File: config.mk
export PLATFORM = sky130hd
export DESIGN_NAME = cfg_loader
export DESIGN_NICKNAME = d
export VERILOG_FILES = /design/src/rtl/cfg_loader_pkg.sv /design/src/rtl/loader_seq.sv /design/src/rtl/mem_port_mux.sv /design/src/rtl/param_bank.sv /design/src/rtl/cfg_loader.sv
export SDC_FILE = /design/constraint.sdc
export NUM_CORES = 1
export LEC_CHECK = 0
export ABC_AREA = 1
export CORE_MARGIN = 5
export CORE_UTILIZATION = 46
export CTS_CLUSTER_DIAMETER = 40
export DETAILED_ROUTE_END_ITERATION = 8
export HOLD_SLACK_MARGIN = 0.03
export PLACE_DENSITY = 0.89
export SYNTH_ARGS = -nofsm -noshare
export SYNTH_HDL_FRONTEND = slang
export SYNTH_SLANG_ARGS = --single-unit
export TNS_END_PERCENT = 1
File: constraint.sdc
create_clock -name clk -period 1.9 [get_ports clk]
set_input_delay 0.285 -clock clk [delete_from_list [all_inputs] [get_ports clk]]
set_output_delay 0.285 -clock clk [all_outputs]
set_load 0.01 [all_outputs]
File: src/rtl/cfg_loader_pkg.sv
package cfg_loader_pkg;

  // Controller phases of the loader
  typedef enum logic [1:0] {
    LD_PASS    = 2'd0,  // host owns the memory
    LD_READ    = 2'd1,  // loader walks the parameter addresses
    LD_HANDOFF = 2'd2   // loading complete, next stage may run
  } ld_state_e;

  // Number of configuration words fetched after takeover
  localparam int unsigned PARAM_WORDS = 5;

endpackage

File: src/rtl/loader_seq.sv
module loader_seq
  import cfg_loader_pkg::*;
#(
  parameter int unsigned N  = PARAM_WORDS,
  parameter int unsigned SW = $clog2(N + 1)
) (
  input  logic          clk,
  input  logic          rst,
  input  logic          host_done,
  output ld_state_e     state,
  output logic [SW-1:0] step,
  output logic          take_over,
  output logic          addr_adv,
  output logic [SW-1:0] next_idx,
  output logic          cap_en,
  output logic [SW-1:0] cap_idx,
  output logic          finish
);

  // Step N captures the last word; the address stops advancing at N-1
  localparam logic [SW-1:0] LAST_STEP = SW'(N);
  localparam logic [SW-1:0] LAST_ADDR = SW'(N - 1);

  always_ff @(posedge clk) begin
    if (rst) begin
      state <= LD_PASS;
      step  <= '0;
    end else begin
      unique case (state)
        LD_PASS: begin
          if (host_done) begin
            state <= LD_READ;
            step  <= '0;
          end
        end
        LD_READ: begin
          if (step == LAST_STEP) begin
            state <= LD_HANDOFF;
            step  <= '0;
          end else begin
            step <= step + SW'(1);
          end
        end
        default: begin
          state <= LD_HANDOFF;
        end
      endcase
    end
  end

  always_comb begin
    take_over = (state == LD_PASS) && host_done;
    addr_adv  = (state == LD_READ) && (step < LAST_ADDR);
    next_idx  = step + SW'(1);
    cap_en    = (state == LD_READ) && (step != '0);
    cap_idx   = step - SW'(1);
    finish    = (state == LD_READ) && (step == LAST_STEP);
  end

endmodule

File: src/rtl/mem_port_mux.sv
module mem_port_mux
  import cfg_loader_pkg::*;
#(
  parameter int unsigned ADDR_W   = 8,
  parameter int unsigned DATA_W   = 16,
  parameter int unsigned MARGIN_W = 3,
  parameter int unsigned SW       = 3
) (
  input  logic                clk,
  input  logic                rst,
  input  ld_state_e           state,
  input  logic                take_over,
  input  logic                addr_adv,
  input  logic [SW-1:0]       next_idx,
  input  logic                finish,
  input  logic                host_cen_n,
  input  logic                host_wen_n,
  input  logic                host_keep,
  input  logic [MARGIN_W-1:0] host_margin,
  input  logic [ADDR_W-1:0]   host_addr,
  input  logic [DATA_W-1:0]   host_wdata,
  output logic                mem_cen_n,
  output logic                mem_wen_n,
  output logic                mem_keep,
  output logic [MARGIN_W-1:0] mem_margin,
  output logic [ADDR_W-1:0]   mem_addr,
  output logic [DATA_W-1:0]   mem_wdata
);

  always_ff @(posedge clk) begin
    if (rst) begin
      mem_cen_n  <= 1'b1;
      mem_wen_n  <= 1'b1;
      mem_keep   <= 1'b1;
      mem_margin <= '0;
      mem_addr   <= '0;
      mem_wdata  <= '0;
    end else if (take_over) begin
      // loader claims the memory: enabled, read mode, default margin
      mem_cen_n  <= 1'b0;
      mem_wen_n  <= 1'b1;
      mem_keep   <= 1'b1;
      mem_margin <= '0;
      mem_addr   <= '0;
    end else if (state == LD_PASS) begin
      mem_cen_n  <= host_cen_n;
      mem_wen_n  <= host_wen_n;
      mem_keep   <= host_keep;
      mem_margin <= host_margin;
      mem_addr   <= host_addr;
      mem_wdata  <= host_wdata;
    end else if (state == LD_READ) begin
      mem_wen_n  <= 1'b1;
      mem_keep   <= 1'b1;
      mem_margin <= '0;
      if (addr_adv) begin
        mem_addr <= ADDR_W'(next_idx);
      end
      mem_cen_n <= finish;
    end
  end

endmodule

File: src/rtl/param_bank.sv
module param_bank #(
  parameter int unsigned N      = 5,
  parameter int unsigned DATA_W = 16,
  parameter int unsigned IW     = 3
) (
  input  logic                      clk,
  input  logic                      rst,
  input  logic                      cap_en,
  input  logic [IW-1:0]             cap_idx,
  input  logic [DATA_W-1:0]         rdata,
  output logic [N-1:0][DATA_W-1:0]  words
);

  for (genvar g = 0; g < N; g++) begin : g_slot
    always_ff @(posedge clk) begin
      if (rst) begin
        words[g] <= '0;
      end else if (cap_en && (cap_idx == IW'(g))) begin
        words[g] <= rdata;
      end
    end
  end

endmodule

File: src/rtl/cfg_loader.sv
module cfg_loader
  import cfg_loader_pkg::*;
#(
  parameter int unsigned ADDR_W   = 8,
  parameter int unsigned DATA_W   = 16,
  parameter int unsigned MARGIN_W = 3
) (
  input  logic                clk,
  input  logic                rst,
  input  logic                host_done,
  input  logic                host_cen_n,
  input  logic                host_wen_n,
  input  logic                host_keep,
  input  logic [MARGIN_W-1:0] host_margin,
  input  logic [ADDR_W-1:0]   host_addr,
  input  logic [DATA_W-1:0]   host_wdata,
  output logic                mem_cen_n,
  output logic                mem_wen_n,
  output logic                mem_keep,
  output logic [MARGIN_W-1:0] mem_margin,
  output logic [ADDR_W-1:0]   mem_addr,
  output logic [DATA_W-1:0]   mem_wdata,
  input  logic [DATA_W-1:0]   mem_rdata,
  output logic [DATA_W-1:0]   dim_count,
  output logic [DATA_W-1:0]   part_count,
  output logic [DATA_W-1:0]   inner_iters,
  output logic [DATA_W-1:0]   outer_iters,
  output logic [DATA_W-1:0]   thresh,
  output logic                load_done,
  output logic                cfg_ready
);

  localparam int unsigned N  = PARAM_WORDS;
  localparam int unsigned SW = $clog2(N + 1);

  ld_state_e            seq_state;
  logic [SW-1:0]        seq_step;
  logic                 take_over;
  logic                 addr_adv;
  logic [SW-1:0]        next_idx;
  logic                 cap_en;
  logic [SW-1:0]        cap_idx;
  logic                 finish;
  logic [N-1:0][DATA_W-1:0] words;

  loader_seq #(.N(N), .SW(SW)) u_seq (
    .clk       (clk),
    .rst       (rst),
    .host_done (host_done),
    .state     (seq_state),
    .step      (seq_step),
    .take_over (take_over),
    .addr_adv  (addr_adv),
    .next_idx  (next_idx),
    .cap_en    (cap_en),
    .cap_idx   (cap_idx),
    .finish    (finish)
  );

  mem_port_mux #(
    .ADDR_W(ADDR_W), .DATA_W(DATA_W), .MARGIN_W(MARGIN_W), .SW(SW)
  ) u_mux (
    .clk         (clk),
    .rst         (rst),
    .state       (seq_state),
    .take_over   (take_over),
    .addr_adv    (addr_adv),
    .next_idx    (next_idx),
    .finish      (finish),
    .host_cen_n  (host_cen_n),
    .host_wen_n  (host_wen_n),
    .host_keep   (host_keep),
    .host_margin (host_margin),
    .host_addr   (host_addr),
    .host_wdata  (host_wdata),
    .mem_cen_n   (mem_cen_n),
    .mem_wen_n   (mem_wen_n),
    .mem_keep    (mem_keep),
    .mem_margin  (mem_margin),
    .mem_addr    (mem_addr),
    .mem_wdata   (mem_wdata)
  );

  param_bank #(.N(N), .DATA_W(DATA_W), .IW(SW)) u_bank (
    .clk     (clk),
    .rst     (rst),
    .cap_en  (cap_en),
    .cap_idx (cap_idx),
    .rdata   (mem_rdata),
    .words   (words)
  );

  // word order: 0 dimensions, 1 particles, 2 inner, 3 outer, 4 threshold
  assign dim_count   = words[0];
  assign part_count  = words[1];
  assign inner_iters = words[2];
  assign outer_iters = words[3];
  assign thresh      = words[4];

  always_ff @(posedge clk) begin
    if (rst) begin
      load_done <= 1'b0;
    end else begin
      load_done <= finish;
    end
  end

  assign cfg_ready = (seq_state == LD_HANDOFF);

  logic unused_step;
  assign unused_step = ^seq_step;

endmodule

==> results.yml, run 1 <==
grt:
  antenna_found_initial: 0
  grtUsageMet2_pct: 33.02
  grtUsageTotal_pct: 21.09
  grt-ovfl-total: 0
  gr-usage-met3_pct: 9.840
  grt_use_met1_pct: 25.10
  top_usage_layer: "met2"
  grt_first_pass_wirelength_um: 21520
  grt_pass1_vias: 4384
  grt_start_max_net_pins: 81
layout:
  final_nets: 871
  fin_util_pct: 69.87
  drive_above_1_share_pct: 8.203
  antenna_cells: 0
  final_area_um2: 7213
  area_delta_synth_final_pct: 48.20
power:
  peakVddDrop_uv: 526.6
  leakage_nw: 3.012
  powerDensity_nw_per_um2: 937.9
sta:
  skew_ns: 0.006777
  setup_violations: 0
  rsz0062_at_grt: "no"
  tns_ns: 0
  final_max_slew_viol_count: 0
  fmax_mhz: 579.0
  min_period_over_period_pct: 90.90
  max-slew-margin-rel_pct: 70.12
  hold_violations: 0
  setup_slack_ns: 0.1729
  worstMarginPinSlew_ns: 0.4483
  finalCriticalPeriod_ns: 1.727
clock_network:
  cts_buffers: 17
  clkLatencyLatePin_ns: 0.51
  clk_pin_slew_ns: 0.06
  htreeDepth: 4
  root_buffer: "clkbuf_8"
  tritoncts: "done"
  clkSinkCount: 116
  ctsHoldBuffers: 0
  cts.path.max_buffers: 2
yosys:
  synth.distinct_cells: 25
  syn_inst: 664
  syn_area_um2: 4867
  yosys_warnings: 0
  yosys_register_bits: 116
  synth_edf_count: 0
  synth_ff_type: "dfxtp_1"
  synthArstFlopShare_pct: 0
  syn-mean-instance-area_um2: 7.330
  synth_nets: 719
  ys_seq_area_share_pct: 47.71
placed_design:
  post-dp-hpwl_um: 9677
  dpl_worst_slack_ns: 0.07743
  placed_cell_area_um2: 6505
  portBuffers: 160
  place.gp.congestion: 0.7948
critical_path:
  startpoint: "u_bank.words[4]$_SDFFE_PP0P_"
  r2r-end: "u_bank.words[19]$_SDFFE_PP0P_"
  rrSetupSlack_ns: 0.19
  arrival_ns: 1.44
  max_stage_delay_ns: 0.56
  cp_num_buf_inv: 1
  crit_family: "buffers and inverters"
  reg2regPathDepth: 10
  crit_end: "dim_count[4]"
  worstSetupStartpointType: "register"
  rr_startpoint: "u_seq.step[1]$_SDFFE_PP0P_"
  cp.depth: 1
  crit_fanout: 2
  worstPathCellList: "clkdlybuf4s50_1"
  worstSetupEndpointType: "primary output"
  worstSetupPathType: "register to primary output"
  cp.required_ns: 1.62
  cp_slowest_cell: "clkdlybuf4s50_1"
route:
  wirelength_um: 13870
  detail_route.iter0.violations: 229
  wire_per_inst_um: 14.38
  dr.pass1.iters: 4
  avgViaCountPerCell: 4.905
  drc_errors: 0
  ant_nets: 0
  num_vias: 4733
floorplan:
  die_h_um: 112.9
  die_area_um2: 12740
  num_io_pins: 161
  start_util_pct: 47.15
  die_w_um: 112.9
  fp-row-count: 37
  core_area_um2: 10320
run_status:
  status: "complete, no violations"
hold_path:
  holdCritPathClass: "input port to register"
flow_run:
  maxCapViolations: 0
==> worst min path at each step <==
stage	to	start	depth (start not counted)
floorplan	u_mux.mem_keep$_SDFFE_PP1P_	host_keep	2
global placement	u_mux.mem_addr[7]$_SDFFE_PP0P_	u_mux.mem_addr[7]$_SDFFE_PP0P_	2
detailed placement	u_mux.mem_addr[4]$_SDFFE_PP0P_	u_mux.mem_addr[4]$_SDFFE_PP0P_	2
CTS	u_mux.mem_addr[4]$_SDFFE_PP0P_	host_addr[4]	3
global route	u_mux.mem_addr[4]$_SDFFE_PP0P_	host_addr[4]	3
finish	u_mux.mem_addr[4]$_SDFFE_PP0P_	host_addr[4]	3
==> where the power goes <==
part	switching (W)	total, W	internal (W)
registers	0.0000470	0.00256	0.00251
logic	0.000437	0.000781	0.000344
clock network	0.00113	0.00343	0.00229
total	0.00162	0.00677	0.00515
==> cell type report <==
type | count | area, um2
clock buffers | 19 | 431.7
clock inverters | 13 | 206.4
fillers | 843 | 3110
inverters | 47 | 176.4
multi-input cells | 457 | 2097
flip-flops and latches | 116 | 2325
well taps | 136 | 170.2
repair buffers | 177 | 1807
==> placed cells by master (no fill, tap or decap), drive strengths merged <==
cell and count:
clkinv 6, nor3 2, clkbuf 19, clkinvlp 2, clkdlybuf4s50 159, dfxtp 116, nand4 65, xnor2 1
dlymetal6s2s 1, or2 1, buf 17, a22oi 3, nor2 204, nand2 136, a21oi 14, o21ai 21
o22ai 4, bufinv 5, inv 47, ha 6
==> synth_stat cells, types with 6 or more instances <==
library cell / number / share of area [%]
dfxtp_1: 116 / 48
a21oi_1: 14 / 1.4
nand4_1: 64 / 8.2
buf_1: 6 / 0.46
buf_6: 12 / 2.8
o21ai_0: 20 / 2.1
inv_1: 42 / 3.2
clkbuf_1: 15 / 1.2
nor2_1: 197 / 15
nor2_4: 6 / 1.4
buf_2: 8 / 0.82
ha_1: 6 / 1.5
nand2_1: 133 / 10
==> state kept, by name, indices dropped and copies added, names as in the netlist <==
name	flops
u_mux.mem_margin	3
u_seq.state	2
u_mux.mem_addr	8
u_mux.mem_keep	1
load_done	1
u_bank.words	80
u_mux.mem_cen_n	1
u_mux.mem_wen_n	1
u_seq.step	3
u_mux.mem_wdata	16
==> logic make-up (layout without fill, tap and decap cells) <==
kind of cell | after synthesis | in the layout | share of synthesized area, %
and+or+nand+nor | 408 | 408 | 36.45
xor gates and xnor gates | 1 | 1 | 0.1800
AOI/OAI and AO/OA | 42 | 42 | 4.807
buffers and inverters | 91 | 256 | 9.306
DFF | 116 | 116 | 47.71
adders and majority gates | 6 | 6 | 1.542
==> per-stage QoR <==
| stage | std cells | power, W | hold WS, ns |
|---|---|---|---|
| final | 965 | 0.006766 | 0.3360 |
| after global placement | 930 | 0.003375 | 0.4475 |
| after CTS | 962 | 0.006795 | 0.3228 |
| after global routing | 965 | 0.007029 | 0.3198 |
| after floorplan | 664 | 0.003026 | 0.4127 |
| after detailed placement | 930 | 0.003385 | 0.4550 |
==> timing repair <==
action,4_1_cts,5_1_grt
endpoints found under the setup margin,1,49
resized for setup,2,2
pin swaps,0,3
buffers inserted,0,3
hold endpoints to repair,0,0
==> per-layer routing <==
| metal | part of all wire (%) | vias to the layer above | routed length [um] |
|---|---|---|---|
| met5 | 0 | - | 0 |
| met4 | 2.3 | 0 | 325 |
| met3 | 10 | 24 | 1454 |
| met2 | 46 | 187 | 6438 |
| met1 | 41 | 2108 | 5653 |
| li1 | - | 2414 | - |
Power figures use the tool's default switching activity.
==> run 2: changes to the inputs <==
--- a/config.mk
+++ b/config.mk
@@ -5,13 +5,13 @@
 export SDC_FILE = /design/constraint.sdc
 export NUM_CORES = 1
 export LEC_CHECK = 0
-export ABC_AREA = 1
+export ABC_AREA = 0
 export CORE_MARGIN = 5
-export CORE_UTILIZATION = 46
+export CORE_UTILIZATION = 42
 export CTS_CLUSTER_DIAMETER = 40
 export DETAILED_ROUTE_END_ITERATION = 8
-export HOLD_SLACK_MARGIN = 0.03
-export PLACE_DENSITY = 0.89
+export HOLD_SLACK_MARGIN = 0.06
+export PLACE_DENSITY = 0.85
 export SYNTH_ARGS = -nofsm -noshare
 export SYNTH_HDL_FRONTEND = slang
 export SYNTH_SLANG_ARGS = --single-unit
==> run 2 against run 1 <==
Synthesized area shrank 8.5%. Total power down 4.1%. Setup slack worse by 0.024 ns. Utilization is 3.1 points lower. Sequential share of layout area increased by 1.5 points. Clock skew fell by 0.0034 ns. Design area decreased by 4.4%. Fmax is 1.4% lower. Clock power down 4%. Critical path type is now register to register. Largest power group unchanged. Highest routed layer unchanged.
==> results.yml, run 2 <==
floorplan:
  die_area_um2: 12770
  start_util_pct: 43.16
  die_w_um: 113.0
  num_io_pins: 161
  fp-row-count: 37
  core_area_um2: 10320
  die_h_um: 113.0
critical_path:
  startpoint: "u_seq.step[1]$_SDFFE_PP0P_"
  rr_startpoint: "u_seq.step[1]$_SDFFE_PP0P_"
  arrival_ns: 2.18
  crit_fanout: 13
  worstSetupEndpointType: "register"
  cp.required_ns: 2.33
  worstSetupStartpointType: "register"
  worstSetupPathType: "register to register"
yosys:
  synth.distinct_cells: 37
  yosysMostFrequentCell: "dfxtp_1"
  synth_nets: 525
  syn_inst: 470
  synth_area_leaders: "dfxtp_1 52%, mux2i_1 14%, nand2_1 9.7%"
  synth_top_cell_by_area: "dfxtp_1"
  synth_edf_count: 0
  syn_area_um2: 4456
  syn-mean-instance-area_um2: 9.480
  synth_commonest_cells: "116 x dfxtp_1, 115 x nand2_1, 64 x mux2i_1"
  yosys_warnings: 0
  ys_seq_area_share_pct: 52.12
  synth_ff_type: "dfxtp_1"
  synthArstFlopShare_pct: 0
  yosys_register_bits: 116
  synth_top_area_share_pct: 52.12
grt:
  grt_pass1_vias: 4189
  antenna_found_initial: 0
  grtUsageTotal_pct: 20.35
  grt_first_pass_wirelength_um: 20820
  grt-ovfl-total: 0
  grt_start_max_net_pins: 52
layout:
  final_common_cell: "clkdlybuf4s50_1"
  area_delta_synth_final_pct: 54.79
  top_regs: "u_bank.words (80), u_mux.mem_wdata (16), u_mux.mem_addr (8)"
  largest_reg_flops: 80
  final_cell_mix: "159 x clkdlybuf4s50_1, 115 x nand2_1, 115 x dfxtp_1"
  drive_above_1_share_pct: 10.15
  regMostFlops: "u_bank.words"
  final_nets: 692
  antenna_cells: 0
route:
  drc_errors: 0
  wire_per_inst_um: 16.69
  ant_nets: 0
  detail_route.iter0.violations: 258
  dr.pass1.iters: 5
  num_vias: 4008
  wirelength_um: 13120
  avgViaCountPerCell: 5.099
sta:
  final_max_slew_viol_count: 0
  setup_slack_ns: 0.1485
  worstMarginPinSlew_ns: 0.5894
  max-slew-margin-rel_pct: 60.59
  finalCriticalPeriod_ns: 1.752
  hold_violations: 0
  skew_ns: 0.003341
  min_period_over_period_pct: 92.18
  tns_ns: 0
  fmax_mhz: 570.9
  setup_violations: 0
  rsz0062_at_grt: "no"
clock_network:
  clk_pin_slew_ns: 0.06
  cts.path.max_buffers: 2
  htreeDepth: 4
  cts_buffers: 17
  postCtsSetupBuffers: 0
  cts-resized-gates: 2
  tritoncts: "done"
  ctsHoldBuffers: 0
  root_buffer: "clkbuf_8"
  clkSinkCount: 116
  clkLatencyLatePin_ns: 0.51
power:
  combPwrFrac_pct: 10.2
  leakage_nw: 2.865
  p_clk_share_pct: 50.7
  power.share.switching_pct: 23.79
  peakVddDrop_uv: 614.4
  switchingPower_w: 0.001543
  power.internal_w: 0.004943
  seqPwrFrac_pct: 39.2
  powerDensity_nw_per_um2: 940.4
placed_design:
  post-dp-hpwl_um: 9666
  place.gp.congestion: 0.8084
  portBuffers: 160
  dpl_worst_slack_ns: 0.1239
flow_run:
  maxCapViolations: 0
hold_path:
  worstHoldStart: "host_wdata[3]"
  holdCritPathClass: "input port to register"
run_status:
  status: "complete, no violations"
## run 2: cell types whose count changed after synthesis, sizes merged, moves of 5 or more
| cell | before | now |
|---|---|---|
| nand4 | 65 | 0 |
| nor2 | 204 | 12 |
| a21oi | 14 | 37 |
| mux2i | 0 | 64 |
| nand2 | 136 | 115 |
| buf | 29 | 14 |
| a22oi | 3 | 9 |
| inv | 46 | 3 |
| o211ai | 0 | 5 |
| nand3 | 0 | 17 |
| nor2b | 0 | 5 |
## run 2: metal layers
metal	vias to the layer above	routed length, um	track usage (%)
li1	1946	-	-
met1	1883	5384	22.54
met2	158	6410	34.91
met3	21	1063	7.540
met4	0	257	8.894
met5	-	0	0
## run 2: path summary, 6_finish.rpt
check,end,slack (ns),cells past startpoint
setup / recovery,u_bank.words[44]$_SDFFE_PP0P_,0.15,6
hold / removal,u_mux.mem_wdata[3]$_SDFFE_PP0P_,0.33,3
setup reg to reg,u_bank.words[44]$_SDFFE_PP0P_,0.15,6
hold reg to reg,u_mux.mem_wdata[4]$_SDFFE_PP0P_,0.45,2
## run 2: kinds of logic after synthesis
logic type               synth area share (%)
AO/OA/AOI/OAI                           12.27
AND/OR/NAND/NOR                         15.67
buffers and inverters                   3.875
multiplexers                            14.38
adder cells (fa/ha/maj)                 1.685
flip-flops                              52.12
## run 2: layout make-up
cell class	instances	area, um2
timing repair buffer	181	1799
clock inverter	15	206.4
sequential	116	2323
multi-input combinational	318	1972
fill	807	3427
clock buffer	17	414.1
tap	136	170.2
inverter	3	11.26
## run 2: per-stage QoR
stage / hold slack (ns) / power, W / std cells / cell area, um2 / util (%)
global placement: 0.4420 / 0.003221 / 754 / 6261 / 60.65
global route: 0.3193 / 0.006730 / 786 / 6897 / 66.80
CTS: 0.3083 / 0.006528 / 786 / 6882 / 66.66
finish: 0.3252 / 0.006485 / 786 / 6897 / 66.80
floorplan: 0.4210 / 0.002919 / 470 / 4456 / -
detailed placement: 0.4487 / 0.003242 / 754 / 6261 / 60.65
## run 2: critical path, cell delays in order, from the launching register on
cell and delay (ns):
dfxtp_1 0.40, inv_1 0.10, ha_1 0.26, and2_2 0.27, o211ai_4 0.23, buf_12 0.19, mux2i_1 0.22
## run 2: power by group through the flow
stage,sequential [W],combinational [W],clock (W)
final,0.00254,0.000659,0.00329
after global routing,0.00255,0.000714,0.00347
after CTS,0.00254,0.000657,0.00333
after detailed placement,0.00259,0.000652,0
after global placement,0.00259,0.000635,0
after floorplan,0.00261,0.000309,0
==> run 3: changes to the inputs <==
==> constraint.sdc (replaced) <==
create_clock -name clk -period 1.8 [get_ports clk]
set_input_delay 0.27 -clock clk [delete_from_list [all_inputs] [get_ports clk]]
set_output_delay 0.27 -clock clk [all_outputs]
set_load 0.01 [all_outputs]
==> run 3 against run 2 <==
Utilization shrank 0.12 points. Total power is 4.3% higher. Non-clock buffer count is the same. Design area decreased by 0.18%. Critical path depth shrank 2. Clock power grew 3%. Sequential power up 6%. Clock-buffer cell count unchanged. Wire length grew 0.43%. Critical path type unchanged. Setup slack got worse by 0.095 ns. Fmax grew 0.31%. Hold slack got worse by 0.013 ns.
==> results.yml, run 3 (synthesized netlist as in run 2, its figures left out) <==
clock_network:
  root_buffer: "clkbuf_8"
  cts.path.max_buffers: 2
  tritoncts: "done"
  postCtsSetupBuffers: 0
  clkLatencyLatePin_ns: 0.50
  cts_buffers: 17
  clkSinkCount: 116
  htreeDepth: 4
  ctsHoldBuffers: 0
  clk_pin_slew_ns: 0.06
grt:
  grt_pass1_vias: 4231
  grtUsageTotal_pct: 20.50
  grt_start_max_net_pins: 74
  grt-ovfl-total: 0
  antenna_found_initial: 0
  grt_first_pass_wirelength_um: 21260
route:
  wire_per_inst_um: 16.76
  wirelength_um: 13170
  detail_route.iter0.violations: 308
  ant_nets: 0
  num_vias: 4020
  avgViaCountPerCell: 5.115
  drc_errors: 0
  dr.pass1.iters: 4
sta:
  skew_ns: 0.01148
  max-slew-margin-rel_pct: 50.41
  final_max_slew_viol_count: 0
  min_period_over_period_pct: 97.00
  worstMarginPinSlew_ns: 0.7403
  rsz0062_at_grt: "yes"
  fmax_mhz: 572.7
  setup_violations: 0
  finalCriticalPeriod_ns: 1.746
  holdWs_ns: 0.3118
  hold_violations: 0
placed_design:
  placed_cell_area_um2: 6274
  place.gp.congestion: 0.8011
  portBuffers: 160
  post-dp-hpwl_um: 9610
  dp_cells: 754
critical_path:
  r2r-end: "u_bank.words[48]$_SDFFE_PP0P_"
  worstSetupStartpointType: "register"
  cp.required_ns: 2.18
  crit_fanout: 16
  worstSetupPathType: "register to register"
  worstSetupEndpointType: "register"
  arrival_ns: 2.12
  reg2regPathDepth: 4
  rr_startpoint: "u_seq.step[2]$_SDFFE_PP0P_"
  rrSetupSlack_ns: 0.05
layout:
  largest_reg_flops: 80
  fin_cells: 786
  area_delta_synth_final_pct: 54.51
  fin_util_pct: 66.68
  drive_above_1_share_pct: 10.92
  antenna_cells: 0
  final_nets: 692
  final_common_cell: "clkdlybuf4s50_1"
  top_regs: "u_bank.words (80), u_mux.mem_wdata (16), u_mux.mem_addr (8)"
  final_area_um2: 6884
  final_cell_mix: "159 x clkdlybuf4s50_1, 115 x nand2_1, 113 x dfxtp_1"
  regMostFlops: "u_bank.words"
hold_path:
  hold_end: "u_mux.mem_wdata[9]$_SDFFE_PP0P_"
  holdCritPathClass: "input port to register"
  worstHoldStart: "host_wdata[9]"
  whs_path_depth: 3
floorplan:
  start_util_pct: 43.16
  num_io_pins: 161
  core_area_um2: 10320
  fp-row-count: 37
  die_w_um: 113.0
  die_area_um2: 12770
  die_h_um: 113.0
power:
  powerDensity_nw_per_um2: 982.6
  leakage_nw: 2.863
  peakVddDrop_uv: 772.6
run_status:
  status: "complete, no violations"
flow_run:
  maxCapViolations: 0
run 3: changes by cell type in the layout (fill, tap and decap cells not counted), moves of 2 or more:
cell,change
inv_2,+2
clkinv_4,-3
ha_1,-2
bufinv_16,-2
clkinvlp_4,-3
inv_6,+5
inv_1,-2
ha_2,+2
dfxtp_1,-2
dfxtp_2,+2
inv_8,+4
run 3: worst max path at each step:
stage                                          start                            end  cells after the start
after floorplan           u_seq.step[0]$_SDFFE_PP0P_  u_bank.words[38]$_SDFFE_PP0P_                      7
after global placement    u_seq.step[0]$_SDFFE_PP0P_  u_bank.words[12]$_SDFFE_PP0P_                      7
after detailed placement  u_seq.step[0]$_SDFFE_PP0P_   u_bank.words[4]$_SDFFE_PP0P_                      7
after CTS                 u_seq.step[0]$_SDFFE_PP0P_  u_bank.words[72]$_SDFFE_PP0P_                      5
after global routing      u_seq.step[2]$_SDFFE_PP0P_  u_bank.words[48]$_SDFFE_PP0P_                      4
final                     u_seq.step[2]$_SDFFE_PP0P_  u_bank.words[48]$_SDFFE_PP0P_                      4
run 3: what timing repair did:
action | in CTS | in global routing
pin swaps | 1 | 0
endpoints found under the hold margin | 0 | 0
gates resized for setup | 5 | 5
setup endpoints to repair | 24 | 34
run 3: per-stage QoR:
step	worst slack, ns	TNS (ns)	power, W
after global routing	-0.03306	-0.09333	0.007039
after global placement	0.08385	0	0.003405
after detailed placement	-0.02828	-0.1404	0.003430
final	0.05399	0	0.006764
after CTS	0.005869	0	0.006800
after floorplan	0.001624	0	0.003081
run 3: where the power goes:
group | internal, W | switching (W)
clock | 0.00204 | 0.00134
combinational | 0.000332 | 0.000374
sequential | 0.00264 | 0.0000449
run 3: area by class of cell:
| class | instances | area (um2) |
|---|---|---|
| Clock buffer | 17 | 414.1 |
| Tap cell | 136 | 170.2 |
| Clock inverter | 15 | 181.4 |
| Sequential cell | 116 | 2326 |
| Inverter | 3 | 11.26 |
| Multi-Input combinational cell | 318 | 1973 |
| Timing Repair Buffer | 181 | 1808 |
| Fill cell | 779 | 3440 |
run 3: worst max-delay path, cell delays in order (launching register included):
cell and delay [ns]:
dfxtp_1 0.47, buf_4 0.21, nand3b_1 0.43, o21ai_0 0.40
a21oi_1 0.12
run 3: metal layers:
layer	up-vias	track usage [%]	part of all wire, %
li1	1947	-	-
met1	1890	23.45	40
met2	162	35.31	49
met3	21	7.914	9.0
met4	0	6.410	1.8
met5	-	0	0
